**config.mk**
```make
export PLATFORM = sky130hd
export DESIGN_NAME = can_bit_timer
export DESIGN_NICKNAME = d
export VERILOG_FILES = /design/src/rtl/can_bt_pkg.sv /design/src/rtl/can_bt_cfg.sv /design/src/rtl/can_bt_seq.sv /design/src/rtl/can_bt_vote.sv /design/src/rtl/can_bit_timer.sv
export SDC_FILE = /design/constraint.sdc
export NUM_CORES = 1
export LEC_CHECK = 0
export BUFFER_PORTS_ARGS = -buffer_cell sky130_fd_sc_hd__buf_2
export CAP_MARGIN = 30
export CELL_PAD_IN_SITES_DETAIL_PLACEMENT = 1
export CELL_PAD_IN_SITES_GLOBAL_PLACEMENT = 1
export CORE_MARGIN = 3
export CORE_UTILIZATION = 39
export DETAILED_ROUTE_END_ITERATION = 8
export GPL_TIMING_DRIVEN = 0
export PLACE_DENSITY_LB_ADDON = 0.25
export SYNTH_ARGS = -nofsm -noshare
export SYNTH_HDL_FRONTEND = slang
export SYNTH_SLANG_ARGS = --single-unit
```
**constraint.sdc**
```tcl
create_clock -name clk -period 3 [get_ports clk]
set_input_delay 0.3 -clock clk [delete_from_list [all_inputs] [get_ports clk]]
set_output_delay 0.3 -clock clk [all_outputs]
set_load 0.01 [all_outputs]
```
**src/rtl/can_bt_pkg.sv**
```systemverilog
package can_bt_pkg;
  localparam int TS1_W   = 4;
  localparam int TS2_W   = 3;
  localparam int CFG_W   = 1 + TS2_W + TS1_W;
  localparam int BIT_MAX = (1 << TS1_W) + (1 << TS2_W) + 1;
  localparam int CNT_W   = $clog2(BIT_MAX);
  localparam int VOTE_N  = 3;

  typedef logic [CNT_W-1:0] cnt_t;

  // The bit order follows the register layout: mode, segment 2, segment 1.
  typedef struct packed {
    logic             triple;
    logic [TS2_W-1:0] seg2;
    logic [TS1_W-1:0] seg1;
  } cfg_t;

  // Index of the final quantum of a bit: sync + (seg1+1) + (seg2+1) - 1.
  function automatic cnt_t bit_last(input logic [TS1_W-1:0] s1,
                                    input logic [TS2_W-1:0] s2);
    return cnt_t'(s1) + cnt_t'(s2) + cnt_t'(2);
  endfunction

  // The sample point is the last quantum of segment 1.
  function automatic cnt_t samp_idx(input logic [TS1_W-1:0] s1);
    return cnt_t'(s1) + cnt_t'(1);
  endfunction

  function automatic logic majority(input logic [VOTE_N-1:0] w);
    int n;
    n = 0;
    for (int i = 0; i < VOTE_N; i++) n += int'(w[i]);
    return n > VOTE_N / 2;
  endfunction
endpackage

```
**src/rtl/can_bt_cfg.sv**
```systemverilog
module can_bt_cfg
  import can_bt_pkg::*;
#(
  parameter cfg_t RST_VAL = '0
) (
  input  logic             clk,
  input  logic             rst_n,
  input  logic             hold,
  input  logic             we,
  input  logic [CFG_W-1:0] wdata,
  output logic [CFG_W-1:0] rdata,
  output cfg_t             cfg
);
  cfg_t cfg_q;

  always_ff @(posedge clk or negedge rst_n) begin
    if (!rst_n)           cfg_q <= RST_VAL;
    else if (hold && we)  cfg_q <= cfg_t'(wdata);
  end

  assign rdata = hold ? CFG_W'(cfg_q) : '0;
  assign cfg   = cfg_q;


  cfg_lock_chk: assert property (@(posedge clk) disable iff (!rst_n)
    !hold |=> $stable(cfg_q));
endmodule

```
**src/rtl/can_bt_seq.sv**
```systemverilog
module can_bt_seq
  import can_bt_pkg::*;
(
  input  logic clk,
  input  logic rst_n,
  input  logic hold,
  input  logic tq_en,
  input  cfg_t cfg,
  output cnt_t q_cnt,
  output logic samp_pt,
  output logic end_pt
);
  cnt_t last_q;
  cnt_t samp_q;
  logic run;

  assign last_q  = bit_last(cfg.seg1, cfg.seg2);
  assign samp_q  = samp_idx(cfg.seg1);
  assign run     = tq_en && !hold;
  assign samp_pt = run && (q_cnt == samp_q);
  assign end_pt  = run && (q_cnt == last_q);

  always_ff @(posedge clk or negedge rst_n) begin
    if (!rst_n)      q_cnt <= '0;
    else if (hold)   q_cnt <= '0;
    else if (tq_en)  q_cnt <= (q_cnt == last_q) ? '0 : q_cnt + cnt_t'(1);
  end


  no_adv_chk: assert property (@(posedge clk) disable iff (!rst_n)
    (!tq_en && !hold) |=> $stable(q_cnt));

  hold_sync_chk: assert property (@(posedge clk) disable iff (!rst_n)
    hold |=> (q_cnt == '0));

  cnt_range_chk: assert property (@(posedge clk) disable iff (!rst_n)
    q_cnt <= last_q);
endmodule

```
**src/rtl/can_bt_vote.sv**
```systemverilog
module can_bt_vote
  import can_bt_pkg::*;
#(
  parameter int N = VOTE_N
) (
  input  logic clk,
  input  logic rst_n,
  input  logic hold,
  input  logic tq_en,
  input  logic rx_in,
  input  logic triple,
  input  logic samp_pt,
  output logic rx_bit
);
  localparam int HIST_W = N - 1;

  logic [HIST_W-1:0] hist;
  logic [N-1:0]      win;
  logic              pick;

  assign win  = {hist, rx_in};
  assign pick = triple ? majority(win) : rx_in;

  always_ff @(posedge clk or negedge rst_n) begin
    if (!rst_n)               hist <= '0;
    else if (tq_en && !hold)  hist <= win[HIST_W-1:0];
  end

  always_ff @(posedge clk or negedge rst_n) begin
    if (!rst_n)        rx_bit <= 1'b1;
    else if (samp_pt)  rx_bit <= pick;
  end


  rx_hold_chk: assert property (@(posedge clk) disable iff (!rst_n)
    !samp_pt |=> $stable(rx_bit));
endmodule

```
**src/rtl/can_bit_timer.sv**
```systemverilog
module can_bit_timer
  import can_bt_pkg::*;
(
  input  logic             clk,
  input  logic             rst_n,
  input  logic             tq_en,
  input  logic             hold,
  input  logic             cfg_we,
  input  logic [CFG_W-1:0] cfg_wdata,
  output logic [CFG_W-1:0] cfg_rdata,
  input  logic             rx_in,
  output logic             sample_stb,
  output logic             bit_end_stb,
  output logic             rx_bit
);
  cfg_t cfg;
  cnt_t q_cnt;
  logic samp_pt;
  logic end_pt;

  can_bt_cfg u_cfg (
    .clk(clk), .rst_n(rst_n), .hold(hold), .we(cfg_we),
    .wdata(cfg_wdata), .rdata(cfg_rdata), .cfg(cfg)
  );

  can_bt_seq u_seq (
    .clk(clk), .rst_n(rst_n), .hold(hold), .tq_en(tq_en), .cfg(cfg),
    .q_cnt(q_cnt), .samp_pt(samp_pt), .end_pt(end_pt)
  );

  can_bt_vote u_vote (
    .clk(clk), .rst_n(rst_n), .hold(hold), .tq_en(tq_en), .rx_in(rx_in),
    .triple(cfg.triple), .samp_pt(samp_pt), .rx_bit(rx_bit)
  );

  always_ff @(posedge clk or negedge rst_n) begin
    if (!rst_n) begin
      sample_stb  <= 1'b0;
      bit_end_stb <= 1'b0;
    end else begin
      sample_stb  <= samp_pt;
      bit_end_stb <= end_pt;
    end
  end


  hold_quiet_chk: assert property (@(posedge clk) disable iff (!rst_n)
    hold |=> (!sample_stb && !bit_end_stb));

  strobe_excl_chk: assert property (@(posedge clk) disable iff (!rst_n)
    $onehot0({sample_stb, bit_end_stb}));

  idle_quiet_chk: assert property (@(posedge clk) disable iff (!rst_n)
    !tq_en |=> (!sample_stb && !bit_end_stb));
endmodule

```
* Word level (Yosys, flattened, before mapping) *
Index checks and enable logic that the tools add are counted.

word-level totals
  logic and storage cells = 28
  output and inout bits = 11
  input bits = 14
  register bits = 18

cells by class
  $add $sub $neg = 6
  muxes and demuxes = 5
  $lt $le $gt $ge = 1
  eq/ne operators = 2
  reduce and logical (&&, ||, !) cells = 6

operators with widths
  cell                   count
  $add A32 B2 Y32        1
  $gt A32 B2 Y1 const B  1
  $mux W5                3
  $eq A5 B5 Y1           2
  $mux W8                1
  $add A4 B1 Y5 const B  1
  $add A4 B3 Y5          1
  $add A5 B1 Y5 const B  1
  $add A5 B2 Y5 const B  1
  $logic_and A1 B1 Y1    4
  $add A1 B1 Y2          1
  $reduce_bool A2 Y1     1
  $logic_not A1 Y1       1
  $mux W1                1

* Depth between registers and ports, before layout *
Gate-level depths: netlist of the first run.

  depth after elaboration = 6
  gate-level depth with buffers = 10
  depth with buffers taken out = 10

* Modules after synthesis *
A second synthesis of the first run with hierarchy kept.

unflattened totals
  cell total of the unflattened synthesis = 103
  area total of the unflattened synthesis = 1144.8 µm²

modules (own cells, without submodules)
  module         area an instance (µm²)  instances  sequential area each (µm²)  cells an instance
  can_bt_seq     579.3                   1          125.1                       65
  can_bt_cfg     361.6                   1          200.2                       25
  can_bt_vote    153.9                   1          76.3                        11
  can_bit_timer  50.0                    1          50.0                        2

* Worst setup path before layout of the first run *
No wires, ideal clock.

  kind = register to register
  start point = register u_cfg.cfg_q (netlist bit u_cfg.cfg[1])
  end point = register u_seq.q_cnt[1]
  buffers on the path = 0
  clock period less this slack = 2.285 ns
  library setup time = 0.122 ns
  arrival time = 2.163 ns
  path slack = 0.715 ns
  cell stages (with the launch flop) = 10
  data required time = 2.878 ns
  cell sequence = dfrtp_1 -> inv_1 -> ha_1 -> inv_1 -> ha_1 -> fa_1 -> xor2_1 -> nor4_2 -> o21ai_2 -> a32o_1

on the way
  cells in the longest elaborated chain, start to end = 6

RTL lines
  what                    line              RTL
  from (decl)             can_bt_cfg.sv:14  cfg_t cfg_q;
  from (signal assigned)  can_bt_cfg.sv:18  else if (hold && we) cfg_q <= cfg_t'(wdata);
  $add A4 B3 Y5           can_bt_pkg.sv:21  return cnt_t'(s1) + cnt_t'(s2) + cnt_t'(2);
  $add A5 B2 Y5           can_bt_pkg.sv:21
  $eq A5 B5 Y1            can_bt_seq.sv:26  else if (tq_en) q_cnt <= (q_cnt == last_q) ? '0 : q_cnt + cnt_t'(1);
  $mux W5 (2 in series)   can_bt_seq.sv:26
  $mux W5                 can_bt_seq.sv:25  else if (hold) q_cnt <= '0;
  to (signal assigned)    can_bt_seq.sv:26
  to (decl)               can_bt_seq.sv:9   output cnt_t q_cnt,

Every way passes these cells. The select of a mux whose other input is x is not followed.
A chain may end at the register's enable or synchronous reset.

* Final worst setup path of the first run *
Same ends and word-level chain as after synthesis.

==> results.py, run 1 <==
metrics = {
    "global_route": {
        "grt_util_all_layers_pct": 16.1,
        "use_met3_pct": 3.46,
        "grt_max_degree": 19,
        "grt-ovfl-total": 0,
        "grtUsageMet2_pct": 27.8,
        "grt_use_met1_pct": 19.5,
        "antenna_found_initial": 0,
        "grt_pass1_wl_um": 4260,
        "grt_busiest_layer": "met2",
        "grt_pass1_vias": 946,
    },
    "die": {
        "start_util_pct": 43.2,
        "die-area_um2": 3570,
        "core.rowCount": 18,
        "die_x_um": 59.8,
        "io_pins": 25,
        "core_area_um2": 2610,
        "dieHeight_um": 59.8,
    },
    "drt": {
        "first_iter_violations": 23,
        "vias": 886,
        "postRouteAntennaNets": 0,
        "routed_via_density": 5.27,
        "drc": 0,
        "totalWireLength_um": 2490,
        "wl_per_cell_um": 14.8,
        "drtPass1Iterations": 4,
    },
    "clock_tree": {
        "numClockSinks": 18,
        "clockRootBuffer": "clkbuf_4",
        "post_cts.repair.setup_buffers": 0,
        "cts_tree": "yes",
        "insertion_delay_ns": 0.29,
        "clk_pin_slew_ns": 0.11,
        "ctsResizeCount": 0,
        "htreeDepth": 1,
        "clock_path_buffers": 2,
        "cts-buffers-inserted": 3,
        "postCtsHoldBufs": 1,
    },
    "sta": {
        "clock.fmax_ghz": 0.400,
        "period_minus_slack_ns": 2.50,
        "skew_ns": 0.00134,
        "relSlewSlack_pct": 72.4,
        "tightestPinTransition_ns": 0.414,
        "setup_viol": 0,
        "finalSetupTns_ns": 0,
        "period_share_pct": 83.4,
        "setup_slack_ns": 0.498,
        "finalHoldViolCount": 0,
        "drv_slew": 0,
        "rsz0062_at_grt": "false",
    },
    "worst_hold_path": {
        "hold_path_depth": 2,
        "min-delay-start": "cfg_wdata[2]",
        "hold_end": "u_cfg.cfg[2]",
        "hold_class": "input pin to register",
    },
    "worst_setup_path": {
        "r2r-start": "u_cfg.cfg[1]",
        "start_kind": "register",
        "cp-startpoint": "u_cfg.cfg[1]",
        "setup.worst_path.class": "register to register",
        "r2r_slack_ns": 0.50,
        "critPathMaxFanout": 6,
        "reg2reg_depth": 9,
        "r2r-end": "u_seq.q_cnt[1]",
        "endpoint_kind": "register",
        "crit_arrival_ns": 2.70,
        "cp_data_required_time_ns": 3.19,
    },
    "power": {
        "ir_drop_mv": 0.333,
        "powerDensity_nw_per_um2": 529,
        "clock_power_share_pct": 22.0,
        "p_total_w": 0.000704,
        "p_int_w": 0.000473,
        "p_sw_w": 0.000231,
        "p_leak_nw": 0.654,
        "switching_share_pct": 32.8,
        "pwr-share-comb_pct": 33.8,
        "pwr-share-seq_pct": 44.2,
    },
    "synth": {
        "syn_inst": 109,
        "synth_top_area_share_pct": 37.7,
        "ys_ff_latch": 18,
        "ys.flop_type": "dfrtp_1",
        "ys_seq_area_share_pct": 40.1,
        "async_flop_share_pct": 100,
        "syn_nets": 133,
        "synth_area_leaders": "dfrtp_1, ha_1, mux2_2",
        "syn_area_um2": 1130,
        "yosysWarnings": 0,
        "yosys.cell_types.count": 30,
        "synth_edf_count": 0,
        "synth.avg_cell_area_um2": 10.3,
        "yosys.area.top_type": "dfrtp_1",
    },
    "run_status": {
        "status": "finished clean",
    },
    "final_layout": {
        "syn2layout_area_growth_pct": 18.1,
        "layout_commonest_cell": "buf_2",
        "filler_cell_count": 313,
        "drive_above_1_share_pct": 30.4,
        "nets": 163,
        "n_antenna_cell": 0,
        "final_cell_mix": "buf_2, dfrtp_1, nand2_1",
    },
    "job": {
        "cap_violations": 0,
    },
    "placement": {
        "place_hpwl_um": 1930,
        "io_buffers": 24,
        "pre_cts_ws_ns": 0.486,
        "gp_congestion": 0.732,
    },
}
-- cells in the mapped netlist (all sizes together), types with 3 or more instances --
library cell  count
mux2              9
o21ai             6
xor2              5
and2              8
ha                9
dfrtp            17
inv               4
xnor2             4
a21oi             5
nor2              3
nand3             5
nand2            13
-- cell families after synthesis --
| group | Yosys count | synth area share (%) |
|---|---|---|
| adders and majority gates | 10 | 11.8 |
| buffers and inverters | 8 | 3.44 |
| xor gates and xnor gates | 10 | 9.10 |
| and+or+nand+nor | 41 | 19.9 |
| muxes | 9 | 8.99 |
| DFF | 18 | 40.1 |
| AOI/OAI and AO/OA | 13 | 6.77 |
-- state kept, by name, indices dropped and copies added (netlist names) --
| name | count |
|---|---|
| u_vote.hist | 2 |
| sample_stb | 1 |
| u_cfg.cfg | 8 |
| u_seq.q_cnt | 5 |
| bit_end_stb | 1 |
| u_vote.rx_bit | 1 |
-- final cells by class --
| class | instances | area, um^2 | share of cell area (%) |
|---|---|---|---|
| Sequential cell | 18 | 452 | 33.9 |
| Inverter | 4 | 15.0 | 1.13 |
| Clock buffer | 4 | 36.3 | 2.73 |
| Buffer | 4 | 23.8 | 1.79 |
| Timing Repair Buffer | 25 | 130 | 9.77 |
| Tap cell | 30 | 37.5 | 2.82 |
| Multi-Input combinational cell | 83 | 637 | 47.8 |
-- routing by layer --
metal	vias up	share of wire [%]
li1	433	-
met1	427	45
met2	24	49
met3	2	5.2
met4	0	1.1
met5	-	0
-- worst max-delay path by stage --
stage / endpoint / slack [ns] / cells after the start
2_1_floorplan: u_seq.q_cnt[1] / 0.72 / 9
3_3_place_gp: u_seq.q_cnt[1] / 0.52 / 9
3_5_place_dp: u_seq.q_cnt[1] / 0.49 / 9
4_1_cts: u_seq.q_cnt[1] / 0.47 / 9
5_1_grt: u_seq.q_cnt[1] / 0.30 / 9
6_report: u_seq.q_cnt[1] / 0.50 / 9
-- stage by stage --
stage / cells / area, um^2 / util, % / hold slack, ns
after floorplan: 109 / 1130 / - / 0.00441
after global routing: 168 / 1330 / 51.0 / 0.219
after global placement: 163 / 1280 / 49.2 / 0.257
after detailed placement: 163 / 1280 / 49.2 / 0.260
final: 168 / 1330 / 51.0 / 0.227
after CTS: 168 / 1330 / 51.0 / 0.219
-- power groups by stage --
stage | clock, W | sequential (W) | combinational, W
after floorplan | 0 | 0.000310 | 0.000172
after global placement | 0 | 0.000315 | 0.000225
after detailed placement | 0 | 0.000317 | 0.000240
after CTS | 0.000160 | 0.000312 | 0.000245
after global routing | 0.000167 | 0.000318 | 0.000273
final | 0.000155 | 0.000311 | 0.000238
-- critical path, stage by stage, from the launching register on --
cell and delay [ns]:
dfrtp_1 0.44, inv_1 0.07, ha_1 0.27, inv_1 0.04
ha_1 0.21, fa_1 0.45, xor2_1 0.18, nor4_2 0.30
o21ai_2 0.16, a32o_1 0.28
(Power assumes the default switching activity.)
==> run 2, diff against run 1 <==
CORE_UTILIZATION = 37   (was 39)
clock period = 2.3 ns   (was 3 ns; I/O delays follow)
==> run 2 against run 1 <==
Maximum frequency increased by 11%. Utilization shrank 2.6 points. Register-to-register slack got worse by 0.45 ns. Clock power rose by 28%. First-iteration DRC count up 13%. Via count is 3.3% higher. Worst setup slack got worse by 0.45 ns. Flip-flop and latch count is the same. Cell area grew 2.8%. Worst hold slack lost 0.071 ns. Power is 33% higher. Largest power group unchanged. Highest routed layer unchanged.
==> results.py, run 2 (synthesis gave the netlist of run 1 again) <==
metrics = {
    "die": {
        "core_area_um2": 2830,
        "core.rowCount": 19,
        "io_pins": 25,
        "dieHeight_um": 61.2,
        "start_util_pct": 39.8,
        "die_x_um": 61.2,
        "die-area_um2": 3750,
    },
    "sta": {
        "skew_ns": 0.00969,
        "relSlewSlack_pct": 72.3,
        "finalHoldViolCount": 0,
        "rsz0062_at_grt": "true",
        "period_minus_slack_ns": 2.25,
        "tightestPinTransition_ns": 0.416,
        "drv_slew": 0,
        "setup_viol": 0,
        "finalSetupTns_ns": 0,
        "period_share_pct": 97.8,
        "setup_slack_ns": 0.0503,
        "clock.fmax_ghz": 0.445,
    },
    "placement": {
        "place_hpwl_um": 1910,
        "gp_congestion": 0.635,
        "io_buffers": 24,
        "pre_cts_ws_ns": -0.203,
        "placed_area_um2": 1290,
    },
    "drt": {
        "vias": 915,
        "wl_per_cell_um": 14.5,
        "totalWireLength_um": 2510,
        "drtPass1Iterations": 4,
        "drc": 0,
        "routed_via_density": 5.29,
        "postRouteAntennaNets": 0,
        "first_iter_violations": 26,
    },
    "final_layout": {
        "final_cell_mix": "buf_2, dfrtp_1, nand2_1",
        "n_antenna_cell": 0,
        "drive_above_1_share_pct": 34.5,
        "syn2layout_area_growth_pct": 21.4,
        "filler_cell_count": 324,
        "layout_commonest_cell": "buf_2",
        "stdcell_area_um2": 1370,
        "largest_reg_flops": 8,
        "nets": 167,
    },
    "worst_hold_path": {
        "min-delay-start": "rx_in",
        "hold_end": "u_vote.hist[0]",
        "hold_path_depth": 3,
        "hold_class": "input pin to register",
    },
    "power": {
        "ir_drop_mv": 0.412,
        "p_sw_w": 0.000302,
        "clock_power_share_pct": 21.3,
        "powerDensity_nw_per_um2": 683,
        "p_leak_nw": 0.671,
        "pwr-share-seq_pct": 43.3,
        "p_total_w": 0.000935,
        "switching_share_pct": 32.3,
        "pwr-share-comb_pct": 35.4,
        "p_int_w": 0.000633,
    },
    "clock_tree": {
        "numClockSinks": 18,
        "clockRootBuffer": "clkbuf_4",
        "clk_pin_slew_ns": 0.11,
        "insertion_delay_ns": 0.30,
        "cts_tree": "yes",
        "clock_path_buffers": 2,
        "cts-buffers-inserted": 3,
        "htreeDepth": 1,
    },
    "global_route": {
        "grt_pass1_vias": 920,
        "grt_util_all_layers_pct": 15.0,
        "grt_pass1_wl_um": 4150,
        "antenna_found_initial": 0,
        "grt-ovfl-total": 0,
        "grt_max_degree": 19,
    },
    "worst_setup_path": {
        "r2r-start": "u_cfg.cfg[2]",
        "critPathMaxFanout": 8,
        "start_kind": "register",
        "crit_arrival_ns": 2.45,
        "r2r_slack_ns": 0.05,
        "r2r-end": "u_seq.q_cnt[1]",
        "cp_data_required_time_ns": 2.50,
        "setup.worst_path.class": "register to register",
        "reg2reg_depth": 6,
        "endpoint_kind": "register",
    },
    "job": {
        "cap_violations": 0,
    },
    "run_status": {
        "status": "finished clean",
    },
}
-- run 2: worst max path at each step --
| stage | from | end | slack (ns) | depth (start not counted) |
|---|---|---|---|---|
| after detailed placement | u_cfg.cfg[1] | u_seq.q_cnt[1] | -0.20 | 9 |
| after global routing | u_cfg.cfg[1] | u_seq.q_cnt[1] | -0.07 | 9 |
| after floorplan | u_cfg.cfg[1] | u_seq.q_cnt[1] | 0.02 | 9 |
| final | u_cfg.cfg[2] | u_seq.q_cnt[1] | 0.05 | 6 |
| after global placement | u_cfg.cfg[1] | u_seq.q_cnt[1] | -0.17 | 9 |
| after CTS | u_cfg.cfg[1] | u_seq.q_cnt[1] | 0.008 | 9 |
-- run 2: final cells by class --
cell class | instances | area (um^2) | share of cell area, %
well taps | 31 | 38.8 | 2.83
clock buffers | 4 | 36.3 | 2.65
plain buffers | 4 | 23.8 | 1.74
repair buffers | 29 | 160 | 11.7
flip-flops and latches | 18 | 453 | 33.1
inverters | 4 | 15.0 | 1.10
multi-input cells | 83 | 642 | 46.9
-- run 2: power by group through the flow --
stage	logic, W	clock network, W	registers [W]
after floorplan	0.000224	0	0.000404
after global placement	0.000295	0	0.000410
after detailed placement	0.000314	0	0.000413
after CTS	0.000324	0.000205	0.000405
after global routing	0.000379	0.000214	0.000413
final	0.000331	0.000199	0.000405
-- run 2: layer usage --
layer | track usage, % | vias to the layer above | share of wire (%)
met5 | 0 | - | 0
met4 | 3.72 | 0 | 1.2
met3 | 4.61 | 4 | 4.5
met2 | 25.8 | 24 | 52
met1 | 18.3 | 447 | 42
li1 | - | 440 | -
-- run 2: worst max-delay path: stages (launching register included) --
cell and delay (ns):
dfrtp_2 0.48, ha_1 0.37, fa_2 0.40, xor3_1 0.19, nor4_2 0.31, o21ai_2 0.16, a32o_1 0.24
-- run 2: timing repair --
item	4_1_cts	5_1_grt
hold buffers	1	0
resized for setup	2	3
pin swaps	2	2
setup endpoints to repair	5	5
hold endpoints to repair	17	0
setup buffers	1	3
-- run 2: stage by stage --
| stage | hold slack, ns | utilization (%) | instances |
|---|---|---|---|
| finish | 0.156 | 48.4 | 173 |
| CTS | 0.152 | 47.5 | 170 |
| detailed placement | 0.190 | 45.5 | 164 |
| global route | 0.151 | 48.4 | 173 |
| floorplan | -0.0656 | - | 109 |
| global placement | 0.184 | 45.5 | 164 |
